`src/rtl/tps_pkg.sv`:
```
package tps_pkg;
  localparam int TMR_W  = 8;
  localparam int PRE_W  = 8;
  localparam int SEL_W  = 3;
  localparam int PH_W   = 2;

  typedef logic [PH_W-1:0] phase_t;
  localparam phase_t PH_Q2 = 2'd1;
  localparam phase_t PH_Q4 = 2'd3;

  typedef enum logic {SRC_INSTR = 1'b0, SRC_PIN = 1'b1} src_e;
  typedef enum logic {OWN_TMR = 1'b0, OWN_WDT = 1'b1} owner_e;
endpackage

```
`src/rtl/tps_phase_gen.sv`:
```
module tps_phase_gen
  import tps_pkg::*;
(
  input  logic clk,
  input  logic rst_n,
  output logic q2_end,
  output logic q4_end
);
  phase_t ph_q;

  always_ff @(posedge clk or negedge rst_n) begin
    if (!rst_n) ph_q <= '0;
    else        ph_q <= ph_q + phase_t'(1);
  end

  // Strobes are high during the last oscillator clock of a phase
  assign q2_end = (ph_q == PH_Q2);
  assign q4_end = (ph_q == PH_Q4);
endmodule

```
`src/rtl/tps_prescaler.sv`:
```
module tps_prescaler #(
  parameter int CNT_W = 8,
  parameter int SEL_W = 3
) (
  input  logic             clk,
  input  logic             rst_n,
  input  logic             cnt_en,
  input  logic             clr,
  input  logic [SEL_W-1:0] sel,
  output logic             tap_bit,
  output logic             grp_last
);
  localparam int TAPS = 1 << SEL_W;

  logic [CNT_W-1:0] cnt_q;
  logic [CNT_W-1:0] grp_mask;
  logic [TAPS-1:0]  taps;

  always_ff @(posedge clk or negedge rst_n) begin
    if (!rst_n)      cnt_q <= '0;
    else if (clr)    cnt_q <= '0;
    else if (cnt_en) cnt_q <= cnt_q + CNT_W'(1);
  end

  // Timer direction: bit n toggles every 2^n inputs, period 2^(n+1)
  genvar gi;
  generate
    for (gi = 0; gi < TAPS; gi++) begin : g_tap
      if (gi < CNT_W) begin : g_bit
        assign taps[gi] = cnt_q[gi];
      end else begin : g_pad
        assign taps[gi] = 1'b0;
      end
    end
  endgenerate
  assign tap_bit = taps[sel];

  // Watchdog direction: the input that completes a group of 2^n
  always_comb begin
    grp_mask = (CNT_W'(1) << sel) - CNT_W'(1);
    grp_last = ((cnt_q & grp_mask) == grp_mask);
  end
endmodule

```
`src/rtl/tps_edge_sync.sv`:
```
module tps_edge_sync (
  input  logic clk,
  input  logic rst_n,
  input  logic q2_end,
  input  logic q4_end,
  input  logic din,
  input  logic flush,
  output logic step
);
  logic smp_q;
  logic pend_q;
  logic rise;

  assign rise = (q2_end | q4_end) & din & ~smp_q;
  assign step = q4_end & (pend_q | rise);

  always_ff @(posedge clk or negedge rst_n) begin
    if (!rst_n) begin
      smp_q  <= 1'b0;
      pend_q <= 1'b0;
    end else begin
      if (q2_end | q4_end) smp_q <= din;
      if (flush)           pend_q <= 1'b0;
      else if (q4_end)     pend_q <= 1'b0;
      else if (rise)       pend_q <= 1'b1;
    end
  end
endmodule

```
`src/rtl/tmr_presc_unit.sv`:
```
module tmr_presc_unit
  import tps_pkg::*;
(
  input  logic             clk,
  input  logic             rst_n,
  input  logic             ext_clk_pin,
  input  logic             tmr_wr_en,
  input  logic [TMR_W-1:0] tmr_wr_data,
  input  logic             ovf_clr,
  input  logic             wdt_raw_tick,
  input  logic             wdt_clr,
  input  logic             opt_src_pin,
  input  logic             opt_edge_fall,
  input  logic             opt_pre_to_wdt,
  input  logic [SEL_W-1:0] opt_ratio,
  output logic [TMR_W-1:0] tmr_value,
  output logic             tmr_ovf,
  output logic             wdt_tick
);
  localparam logic [TMR_W-1:0] TMR_MAX = '1;

  src_e   src;
  owner_e owner;
  logic   q2_end, q4_end;
  logic   pin_s_q, pin_s2_q, pin_rise;
  logic   pre_en, pre_clr, pre_tap, pre_last;
  logic   sync_din, sync_step, use_sync;
  logic   inc;
  logic [TMR_W-1:0] tmr_q;
  logic   ovf_q;

  assign src   = src_e'(opt_src_pin);
  assign owner = owner_e'(opt_pre_to_wdt);

  tps_phase_gen u_phase (
    .clk    (clk),
    .rst_n  (rst_n),
    .q2_end (q2_end),
    .q4_end (q4_end)
  );

  // Pin register with polarity applied; counted edges are rising afterwards
  always_ff @(posedge clk or negedge rst_n) begin
    if (!rst_n) begin
      pin_s_q  <= 1'b0;
      pin_s2_q <= 1'b0;
    end else begin
      pin_s_q  <= ext_clk_pin ^ opt_edge_fall;
      pin_s2_q <= pin_s_q;
    end
  end
  assign pin_rise = pin_s_q & ~pin_s2_q;

  always_comb begin
    if (owner == OWN_WDT) begin
      pre_en  = wdt_raw_tick;
      pre_clr = wdt_clr;
    end else begin
      pre_en  = (src == SRC_PIN) ? pin_rise : q4_end;
      pre_clr = tmr_wr_en;
    end
  end

  tps_prescaler #(.CNT_W(PRE_W), .SEL_W(SEL_W)) u_pre (
    .clk      (clk),
    .rst_n    (rst_n),
    .cnt_en   (pre_en),
    .clr      (pre_clr),
    .sel      (opt_ratio),
    .tap_bit  (pre_tap),
    .grp_last (pre_last)
  );

  assign sync_din = (owner == OWN_WDT) ? pin_s_q : pre_tap;
  assign use_sync = (src == SRC_PIN) | (owner == OWN_TMR);

  tps_edge_sync u_sync (
    .clk    (clk),
    .rst_n  (rst_n),
    .q2_end (q2_end),
    .q4_end (q4_end),
    .din    (sync_din),
    .flush  (tmr_wr_en),
    .step   (sync_step)
  );

  assign inc = use_sync ? sync_step : q4_end;

  always_ff @(posedge clk or negedge rst_n) begin
    if (!rst_n) begin
      tmr_q <= '0;
      ovf_q <= 1'b0;
    end else begin
      if (tmr_wr_en) tmr_q <= tmr_wr_data;
      else if (inc)  tmr_q <= tmr_q + TMR_W'(1);
      if (!tmr_wr_en && inc && tmr_q == TMR_MAX) ovf_q <= 1'b1;
      else if (ovf_clr)                          ovf_q <= 1'b0;
    end
  end

  assign tmr_value = tmr_q;
  assign tmr_ovf   = ovf_q;
  assign wdt_tick  = (owner == OWN_WDT) ? (wdt_raw_tick & pre_last) : wdt_raw_tick;
endmodule

```
`config.mk`:
```
export PLATFORM = sky130hd
export DESIGN_NAME = tmr_presc_unit
export DESIGN_NICKNAME = d
export VERILOG_FILES = /design/src/rtl/tps_pkg.sv /design/src/rtl/tps_phase_gen.sv /design/src/rtl/tps_prescaler.sv /design/src/rtl/tps_edge_sync.sv /design/src/rtl/tmr_presc_unit.sv
export SDC_FILE = /design/constraint.sdc
export NUM_CORES = 1
export LEC_CHECK = 0
export ABC_AREA = 1
export BUFFER_PORTS_ARGS = -buffer_cell sky130_fd_sc_hd__buf_2
export CAP_MARGIN = 0
export CELL_PAD_IN_SITES_DETAIL_PLACEMENT = 0
export CELL_PAD_IN_SITES_GLOBAL_PLACEMENT = 1
export CORE_AREA = 2 2 64 66
export CTS_CLUSTER_SIZE = 28
export DETAILED_ROUTE_END_ITERATION = 10
export DIE_AREA = 0 0 66 68
export GPL_TIMING_DRIVEN = 0
export PLACE_DENSITY = 0.85
export SLEW_MARGIN = 20
export SYNTH_ARGS = -nofsm -noshare
export SYNTH_HDL_FRONTEND = slang
export SYNTH_SLANG_ARGS = --single-unit
```
`constraint.sdc`:
```
create_clock -name clk -period 4.4 [get_ports clk]
set_input_delay 0.44 -clock clk [delete_from_list [all_inputs] [get_ports clk]]
set_output_delay 0.44 -clock clk [all_outputs]
set_load 0.02 [all_outputs]
```
==> results.py, run 1 <==
metrics = {
    "yosys": {
        "synthArstFlopShare_pct": 100,
        "synth_edf_count": 0,
        "syn_nets": 227,
        "synth_ff_type": "dfrtp_1",
        "synth-seq-cells": 23,
        "seq_area_frac_synth_pct": 37.9,
        "synth_cell_types": 31,
        "syn_area_um2": 1520,
        "syn_area_per_cell_um2": 7.56,
        "postSynthCellCount": 201,
        "ys_warn_count": 0,
    },
    "clock_tree": {
        "post-cts-setup-buffers": 0,
        "cts_buffer_depth": 2,
        "htree_levels": 1,
        "post_cts_resized": 0,
        "cts_tree": "done",
        "clk_transition_reported_paths_ps": 80,
        "numCtsBuffers": 3,
        "clkLatencyLatePin_ps": 260,
        "ctsHoldBuffers": 0,
        "cts.sinks": 23,
        "cts_root_buf": "clkbuf_8",
    },
    "placed_design": {
        "dp_hpwl_um": 2400,
        "gp_congestion": 0.770,
        "dp.cells": 278,
        "port_buffers": 27,
        "place_ws_ps": 1990,
    },
    "floorplanning": {
        "core_um2": 3860,
        "fp.dieW_um": 66,
        "die-area_um2": 4490,
        "start_util_pct": 39.4,
        "num_rows": 23,
        "ios": 31,
        "die_h_um": 68,
    },
    "sta": {
        "relSlewSlack_pct": 66.2,
        "skew_ps": 2.50,
        "holdWs_ps": 140,
        "worst_slew_pin_slew_ps": 506,
        "fin_ws_ps": 2000,
        "rsz0062_at_grt": "false",
        "max_freq_ghz": 0.416,
        "setup_viol": 0,
        "tns_ps": 0,
        "hold_viol": 0,
        "fin_crit_sh_pct": 54.6,
        "period_minus_slack_ps": 2400,
        "maxSlewViolCount": 0,
    },
    "power_and_ir_drop": {
        "leakagePower_nw": 0.894,
        "p_clk_share_pct": 26.1,
        "irDropWorstVdd_v": 0.000128,
        "comb_power_share_pct": 22.8,
        "power.share.switching_pct": 31.1,
        "seqPwrFrac_pct": 51.1,
        "p_sw_w": 0.000152,
        "p_int_w": 0.000336,
        "cellPowerDensity_nw_per_um2": 277,
    },
    "layout": {
        "drive_gt1_share_pct": 19.4,
        "antenna_cells": 0,
        "layout.nets": 259,
        "area_growth_syn_to_layout_pct": 16.0,
        "final_cells": 282,
        "final_cell_mix": "nand2_1, buf_2, dfrtp_1",
        "final_common_cell": "nand2_1",
        "final_core_util_pct": 45.7,
        "fill_cells": 435,
    },
    "run_status": {
        "status": "finished clean",
    },
    "critical_path": {
        "cp.arrival_ps": 1960,
        "r2r-start": "u_phase.ph_q[0]$_DFF_PN0_",
        "worst_setup_path_start_kind": "primary input",
        "worstSetupPathType": "primary input to primary output",
        "cp_max_fo": 8,
        "r2r_end": "u_pre.cnt_q[7]$_DFFE_PN0P_",
        "critPathRequiredTime_ps": 3960,
        "r2r_setup_slack_ps": 2740,
        "critPathCaptureType": "primary output",
        "rr_worst_depth": 10,
    },
    "route": {
        "wl_per_cell_um": 11.2,
        "drtIter0Drc": 74,
        "drc": 0,
        "antenna_left": 0,
        "vias_per_cell": 4.90,
        "dr.pass1.iters": 4,
        "num_vias": 1381,
        "drt-total-wl_um": 3160,
    },
    "job": {
        "drv_cap": 0,
    },
    "global_route": {
        "antenna_found_initial": 0,
        "grt-ovfl-total": 0,
        "grt_max_degree": 24,
        "grt_pass1_vias": 1275,
        "groute.usage.overall_pct": 15.5,
        "grt_pass1_wl_um": 5460,
    },
    "worst_hold_path": {
        "hold_class": "primary input to asynchronous set/reset pin",
    },
}
==> registers in the layout, summed over array words and instances (netlist names) <==
signal and count:
u_sync.smp_q 1, u_sync.pend_q 1, tmr_ovf 1, pin_s2_q 1
pin_s_q 1, u_pre.cnt_q 8, u_phase.ph_q 2, tmr_value 8
==> synthesized netlist by cell type (2+ instances only) <==
cell type / n / area (um2)
nand2_1: 61 / 229
dfrtp_1: 23 / 576
inv_1: 21 / 78.8
o21ai_0: 16 / 80.1
nand3_1: 11 / 55.1
nor2_1: 11 / 41.3
nand4_1: 10 / 62.6
a21oi_1: 9 / 45.0
xor2_1: 6 / 52.6
ha_1: 5 / 62.6
clkbuf_1: 3 / 11.3
nand2_2: 2 / 12.5
nor3_1: 2 / 10.0
nor3b_2: 2 / 25.0
o21ai_2: 2 / 17.5
xnor2_1: 2 / 17.5
==> area by class of cell <==
type | count | area [um2] | share of cell area (%)
plain buffers | 5 | 27.5 | 1.56
clock buffers | 4 | 45.0 | 2.56
flip-flops and latches | 23 | 576 | 32.7
inverters | 22 | 85.1 | 4.83
multi-input cells | 151 | 831 | 47.2
repair buffers | 27 | 135 | 7.67
well taps | 50 | 62.6 | 3.55
==> per-stage QoR <==
step / power, W / area, um2
global route: 0.000520 / 1760
CTS: 0.000495 / 1760
finish: 0.000488 / 1760
detailed placement: 0.000366 / 1720
global placement: 0.000365 / 1720
floorplan: 0.000325 / 1520
==> how the worst max path moves through the flow <==
stage / endpoint / start
2_1_floorplan: wdt_tick / opt_ratio[1]
3_3_place_gp: wdt_tick / opt_ratio[2]
3_5_place_dp: wdt_tick / opt_ratio[2]
4_1_cts: wdt_tick / opt_ratio[2]
5_1_grt: wdt_tick / opt_ratio[2]
6_report: wdt_tick / opt_ratio[2]
==> metal layers <==
metal  vias to the layer above  track usage, %  wire (um)
li1                        726               -          -
met1                       629            20.1       1530
met2                        21            28.3       1540
met3                         5            1.48         61
met4                         0            3.06         28
met5                         -               0          0
==> cell families (layout without fill, tap and decap cells) <==
logic type / after synthesis / in the layout / share of synthesized area [%]
AO/OA/AOI/OAI: 31 / 31 / 11.5
XOR/XNOR: 8 / 8 / 4.61
adder cells (fa/ha/maj): 5 / 5 / 4.12
buffers and inverters: 27 / 58 / 7.41
flip-flops: 23 / 23 / 37.9
AND/OR/NAND/NOR: 107 / 107 / 34.4
==> critical path: stages <==
cell      delay, ps
buf_2           120
inv_1           180
nand2_1         110
ha_1            220
inv_1           100
o21ai_0          90
nand3_1          70
nand2_1          50
a21oi_1         120
o211ai_1        120
a21boi_0        160
buf_2           180
==> power by group through the flow <==
stage,registers (W),logic (W),clock network (W)
floorplan,0.000263,0.0000621,0
global placement,0.000253,0.000112,0
detailed placement,0.000253,0.000113,0
CTS,0.000249,0.000113,0.000133
global route,0.000253,0.000128,0.000140
finish,0.000249,0.000111,0.000127
Power figures use the tool's default switching activity.
==> inputs of run 2 (changes only) <==
--- a/config.mk
+++ b/config.mk
@@ -10,12 +10,12 @@
 export CAP_MARGIN = 0
 export CELL_PAD_IN_SITES_DETAIL_PLACEMENT = 0
 export CELL_PAD_IN_SITES_GLOBAL_PLACEMENT = 1
-export CORE_AREA = 2 2 64 66
+export CORE_AREA = 2 2 69 71
 export CTS_CLUSTER_SIZE = 28
 export DETAILED_ROUTE_END_ITERATION = 10
-export DIE_AREA = 0 0 66 68
+export DIE_AREA = 0 0 71 73
 export GPL_TIMING_DRIVEN = 0
-export PLACE_DENSITY = 0.85
+export PLACE_DENSITY = 0.77
 export SLEW_MARGIN = 20
 export SYNTH_ARGS = -nofsm -noshare
 export SYNTH_HDL_FRONTEND = slang
==> constraint.sdc (replaced) <==
create_clock -name clk -period 2.1 [get_ports clk]
set_input_delay 0.21 -clock clk [delete_from_list [all_inputs] [get_ports clk]]
set_output_delay 0.21 -clock clk [all_outputs]
set_load 0.02 [all_outputs]
==> run 2 against run 1 <==
- final cell count grew 1.8%
- global-route usage decreased by 1.3 points
- worst setup slack worse by 1800 ps
- utilization shrank 6.4 points
- sequential cell count unchanged
- register-to-register slack lost 2300 ps
- clock skew grew 0.95 ps
- clock power grew 110%
- worst hold slack lost 20 ps
- cell area grew 1.2%
- wire length rose by 2.3%
- first-iteration DRC count fell by 49%
- largest power group unchanged
==> results.py, run 2 (synthesis results as in run 1) <==
metrics = {
    "job": {
        "drv_cap": 0,
    },
    "power_and_ir_drop": {
        "power.share.switching_pct": 31.5,
        "seqPwrFrac_pct": 50.8,
        "cellPowerDensity_nw_per_um2": 577,
        "p_int_w": 0.000705,
        "total_power_w": 0.00103,
        "leakagePower_nw": 0.893,
        "comb_power_share_pct": 23.0,
        "irDropWorstVdd_v": 0.000283,
        "p_sw_w": 0.000324,
        "p_clk_share_pct": 26.2,
    },
    "global_route": {
        "grt-ovfl-total": 0,
        "groute.usage.overall_pct": 14.2,
        "grt_pass1_vias": 1339,
        "antenna_found_initial": 0,
        "grt_pass1_wl_um": 6020,
        "grt_max_degree": 24,
    },
    "floorplanning": {
        "die-area_um2": 5180,
        "core_um2": 4540,
        "ios": 31,
        "start_util_pct": 33.5,
        "fp.dieW_um": 71,
        "num_rows": 25,
        "die_h_um": 73,
    },
    "critical_path": {
        "cp.arrival_ps": 1670,
        "crit_chain": "inv_1 > a21oi_1 > o21ai_0 > nand2_1 > nand2_1 > a21oi_1 > o211ai_1 > a21boi_0 > buf_2",
        "worst_setup_path_start_kind": "flop",
        "critPathRequiredTime_ps": 1890,
        "r2r_end": "u_pre.cnt_q[6]$_DFFE_PN0P_",
        "crit_family": "compound AO/OA/AOI/OAI gates",
        "critPathCaptureType": "primary output",
        "cpMaxStageDelayCell": "dfrtp_1",
        "worst-path-buf-inv": 2,
        "cp_slowest_stage_delay_ps": 400,
        "cp_max_fo": 4,
        "worstSetupPathType": "flop to primary output",
        "r2r_setup_slack_ps": 430,
        "r2r-start": "u_phase.ph_q[0]$_DFF_PN0_",
        "rr_worst_depth": 8,
    },
    "worst_hold_path": {
        "hold_start": "ext_clk_pin",
        "holdPathStages": 2,
        "hold_class": "primary input to flop",
        "hold_end": "pin_s_q$_DFF_PN0_",
    },
    "clock_tree": {
        "htree_levels": 1,
        "clkLatencyLatePin_ps": 260,
        "post-cts-setup-buffers": 0,
        "cts_tree": "done",
        "cts_buffer_depth": 2,
        "clk_transition_reported_paths_ps": 80,
        "cts.sinks": 23,
        "cts_root_buf": "clkbuf_8",
        "numCtsBuffers": 3,
    },
    "sta": {
        "worst_slew_pin_slew_ps": 526,
        "max_freq_ghz": 0.533,
        "relSlewSlack_pct": 64.9,
        "skew_ps": 3.45,
        "fin_crit_sh_pct": 89.4,
        "maxSlewViolCount": 0,
        "hold_viol": 0,
        "setup_viol": 0,
        "rsz0062_at_grt": "false",
        "tns_ps": 0,
        "period_minus_slack_ps": 1880,
    },
    "layout": {
        "final_cell_mix": "nand2_1, buf_2, dfrtp_1",
        "fill_cells": 472,
        "final_cells": 287,
        "area_growth_syn_to_layout_pct": 17.4,
        "antenna_cells": 0,
        "final_common_cell": "nand2_1",
        "fin_area_um2": 1780,
        "drive_gt1_share_pct": 20.2,
        "layout.nets": 260,
    },
    "route": {
        "num_vias": 1376,
        "drt-total-wl_um": 3230,
        "wl_per_cell_um": 11.3,
        "drtIter0Drc": 38,
        "drc": 0,
        "vias_per_cell": 4.79,
        "antenna_left": 0,
        "dr.pass1.iters": 4,
    },
    "placed_design": {
        "dp.cells": 282,
        "port_buffers": 27,
        "gp_congestion": 0.840,
        "dp_hpwl_um": 2510,
        "place_area_um2": 1720,
    },
    "run_status": {
        "status": "finished clean",
    },
}
-- run 2: changes by cell type in the layout (fill, tap and decap cells not counted), sizes merged --
| cell | previous run | this run |
|---|---|---|
| clkinvlp | 0 | 1 |
| dlygate4sd3 | 0 | 1 |
| inv | 22 | 21 |
-- run 2: metal layers --
metal | part of all wire, % | GRT usage, % | vias to the layer above
met5 | 0 | 0 | -
met4 | 0.53 | 3.77 | 0
met3 | 3.3 | 1.80 | 2
met2 | 47 | 23.5 | 27
met1 | 50 | 19.7 | 625
li1 | - | - | 722
-- run 2: repair_timing --
item                                   in CTS  in global routing
setup endpoints to repair                   0                  1
endpoints found under the hold margin      23                  0
hold buffers                                1                  0
resized for setup                           0                  2
-- run 2: worst max-delay path by stage --
stage	start	end	cells past startpoint
2_1_floorplan	opt_ratio[1]	wdt_tick	11
3_3_place_gp	opt_ratio[2]	wdt_tick	12
3_5_place_dp	opt_ratio[2]	wdt_tick	12
4_1_cts	opt_ratio[2]	wdt_tick	12
5_1_grt	u_pre.cnt_q[5]$_DFFE_PN0P_	wdt_tick	9
6_report	u_pre.cnt_q[5]$_DFFE_PN0P_	wdt_tick	9
-- run 2: worst register-to-register path, cell delays in order (launching register included) --
cell and delay (ps):
dfrtp_1 380, ha_1 290, a21oi_1 120, o21ai_2 70, o21ai_2 140, nor4_2 270
nand2_1 80, o21ai_0 150, nor2_1 60
-- run 2: power groups by stage --
stage / clock [W] / sequential, W / combinational [W]
after global routing: 0.000302 / 0.000530 / 0.000274
final: 0.000270 / 0.000522 / 0.000237
after global placement: 0 / 0.000532 / 0.000235
after detailed placement: 0 / 0.000531 / 0.000238
after CTS: 0.000281 / 0.000522 / 0.000240
after floorplan: 0 / 0.000552 / 0.000130
-- run 2: metrics by stage --
| stage | hold WS, ps | utilization, % | setup slack, ps |
|---|---|---|---|
| 2_1_floorplan | -85.6 | - | 199 |
| 3_3_place_gp | 214 | 38.0 | 133 |
| 3_5_place_dp | 227 | 38.0 | 142 |
| 4_1_cts | 113 | 39.2 | 127 |
| 5_1_grt | 124 | 39.3 | 5.16 |
| 6_report | 120 | 39.3 | 222 |
-- run 2: final cells by class --
type / count / area, um2 / area share, %
multi-input combinational: 151 / 833 / 46.7
sequential: 23 / 576 / 32.3
timing repair buffer: 28 / 145 / 8.14
inverter: 22 / 88.8 / 4.98
tap: 54 / 67.6 / 3.79
clock buffer: 4 / 45.0 / 2.53
buffer: 5 / 27.5 / 1.54
==> inputs of run 3 (changes only) <==
--- a/config.mk
+++ b/config.mk
@@ -8,14 +8,14 @@
 export ABC_AREA = 1
 export BUFFER_PORTS_ARGS = -buffer_cell sky130_fd_sc_hd__buf_2
 export CAP_MARGIN = 0
-export CELL_PAD_IN_SITES_DETAIL_PLACEMENT = 0
+export CELL_PAD_IN_SITES_DETAIL_PLACEMENT = 1
 export CELL_PAD_IN_SITES_GLOBAL_PLACEMENT = 1
 export CORE_AREA = 2 2 69 71
 export CTS_CLUSTER_SIZE = 28
 export DETAILED_ROUTE_END_ITERATION = 10
 export DIE_AREA = 0 0 71 73
 export GPL_TIMING_DRIVEN = 0
-export PLACE_DENSITY = 0.77
+export PLACE_DENSITY_LB_ADDON = 0.1
 export SLEW_MARGIN = 20
 export SYNTH_ARGS = -nofsm -noshare
 export SYNTH_HDL_FRONTEND = slang
==> run 3 against run 2 <==
- non-clock buffer count unchanged
- combinational power grew 5%
- critical path type is now primary input to primary output
- die area did not move
- sequential cell count did not move
- register-to-register slack got worse by 90 ps
- clock power rose by 4%
- worst setup slack worse by 27 ps
- maximum frequency down 1.4%
- critical path depth is 3 higher
- largest cell class unchanged
- count of clock-buffer cells in the layout shrank 1
- cell area hardly changed
- wire length increased by 30%
==> results.py, run 3 (synthesis results as in run 1) <==
metrics = {
    "layout": {
        "multiInputGateArea_um2": 831,
        "layout.nets": 260,
        "register_area_um2": 576,
        "drive_gt1_share_pct": 20.2,
        "final_cell_mix": "nand2_1, buf_2, dfrtp_1",
        "final_common_cell": "nand2_1",
        "fill_cells": 592,
        "area_growth_syn_to_layout_pct": 17.3,
        "antenna_cells": 0,
    },
    "route": {
        "top_layer": "met4",
        "wl_met2_um": 2270,
        "drtIter0Drc": 42,
        "route.met3.wl_um": 87,
        "wl_met1_um": 1760,
        "drc": 0,
        "antenna_left": 0,
        "drt-total-wl_um": 4200,
        "wl_per_cell_um": 14.6,
        "num_vias": 1491,
        "dr.pass1.iters": 4,
        "vias_per_cell": 5.20,
    },
    "sta": {
        "max_freq_ghz": 0.525,
        "worst_slew_pin_slew_ps": 550,
        "fin_ws_ps": 196,
        "skew_ps": 10.9,
        "tns_ps": 0,
        "rsz0062_at_grt": "false",
        "hold_viol": 0,
        "fin_crit_sh_pct": 90.7,
        "maxSlewViolCount": 0,
        "setup_viol": 0,
        "relSlewSlack_pct": 63.4,
        "period_minus_slack_ps": 1900,
    },
    "clock_tree": {
        "cts_tree": "done",
        "clkLatencyLatePin_ps": 270,
        "cts_buffer_depth": 2,
        "cts_root_buf": "clkbuf_8",
        "htree_levels": 1,
        "cts.sinks": 23,
        "clk_transition_reported_paths_ps": 90,
        "numCtsBuffers": 3,
    },
    "global_route": {
        "grt-ovfl-total": 0,
        "grt_pass1_wl_um": 7310,
        "antenna_found_initial": 0,
        "grt_pass1_vias": 1646,
        "grt_max_degree": 24,
        "groute.usage.overall_pct": 17.5,
    },
    "worst_hold_path": {
        "hold_start": "ext_clk_pin",
        "hold_class": "primary input to flop",
    },
    "floorplanning": {
        "core_um2": 4540,
        "ios": 31,
        "num_rows": 25,
        "die-area_um2": 5180,
        "fp.dieW_um": 71,
        "start_util_pct": 33.5,
        "die_h_um": 73,
    },
    "critical_path": {
        "critPathRequiredTime_ps": 1890,
        "rr_worst_depth": 10,
        "crit_chain": "buf_2 > nor2_1 > nand2_1 > ha_1 > inv_1 > o21ai_0 > nand3_1 > nand2_1 > a21oi_1 > o211ai_1 > a21boi_1 > buf_2",
        "startpoint": "opt_ratio[1]",
        "cp_slowest_stage_delay_ps": 230,
        "r2r_end": "u_pre.cnt_q[7]$_DFFE_PN0P_",
        "r2r-start": "u_phase.ph_q[0]$_DFF_PN0_",
        "cp.arrival_ps": 1690,
        "cp_max_fo": 9,
        "worst_setup_path_start_kind": "primary input",
        "worstSetupPathType": "primary input to primary output",
        "cpMaxStageDelayCell": "ha_1",
        "r2r_setup_slack_ps": 340,
        "cp-endpoint": "wdt_tick",
        "critPathCaptureType": "primary output",
    },
    "placed_design": {
        "port_buffers": 27,
        "dp_hpwl_um": 3320,
        "place_ws_ps": 119,
        "gp_congestion": 0.906,
    },
    "power_and_ir_drop": {
        "irDropWorstVdd_v": 0.000292,
        "cellPowerDensity_nw_per_um2": 591,
        "leakagePower_nw": 0.896,
    },
    "job": {
        "drv_cap": 0,
    },
    "run_status": {
        "status": "finished clean",
    },
}
[run 3: cell types whose count changed in the layout (fill, tap and decap cells not counted)]
cell	previous run	this run
a21boi_0	1	0
a21boi_1	0	1
clkbuf_1	4	3
clkinv_2	0	1
nor2_1	10	11
nor2_2	2	1
[run 3: worst max-delay path, delay by kind of cell]
kind                     cells  cell delay, ps
AND/OR/NAND/NOR              4             360
adder cells (fa/ha/maj)      1             230
buffers and inverters        3             430
AO/OA/AOI/OAI                4             460
[run 3: final cells by class]
| class | count | area share, % |
|---|---|---|
| clock inverters | 1 | 0.281 |
| repair buffers | 28 | 8.15 |
| multi-input cells | 151 | 46.6 |
| flip-flops and latches | 23 | 32.3 |
| inverters | 22 | 4.99 |
| plain buffers | 5 | 1.54 |
| clock buffers | 3 | 2.32 |
| well taps | 54 | 3.79 |
[run 3: report_power, final]
group | total [W] | switching [W] | internal [W]
logic | 0.000249 | 0.000156 | 0.0000936
registers | 0.000524 | 0.0000464 | 0.000477
clock network | 0.000280 | 0.000147 | 0.000132
total | 0.00105 | 0.000349 | 0.000703
[run 3: timing repair]
| action | CTS | global route |
|---|---|---|
| resized for setup | 0 | 2 |
| setup endpoints to repair | 0 | 1 |
| hold buffers | 1 | 0 |
| endpoints found under the hold margin | 23 | 0 |
| buffers inserted | 0 | 0 |
[run 3: stage by stage]
step	cell area (um2)	total power (W)	hold WS, ps	utilization [%]	cells
floorplan	1520	0.000682	-85.6	-	201
global placement	1720	0.000763	224	38.0	282
detailed placement	1720	0.000782	233	38.0	282
CTS	1780	0.00107	107	39.2	287
global route	1780	0.00112	114	39.3	287
finish	1780	0.00105	109	39.3	287
[run 3: worst min-delay path by stage]
stage	endpoint	slack, ps	cells after the start
after detailed placement	u_pre.cnt_q[6]$_DFFE_PN0P_	230	1
final	pin_s_q$_DFF_PN0_	110	2
after global routing	pin_s_q$_DFF_PN0_	110	2
after floorplan	pin_s2_q$_DFF_PN0_	-90	0
after CTS	pin_s_q$_DFF_PN0_	110	2
after global placement	tmr_value[1]$_DFFE_PN0P_	220	1
[run 3: layer usage]
metal / up-vias / track usage (%)
li1: 728 / -
met1: 731 / 20.4
met2: 24 / 32.8
met3: 8 / 1.93
met4: 0 / 6.71
met5: - / 0
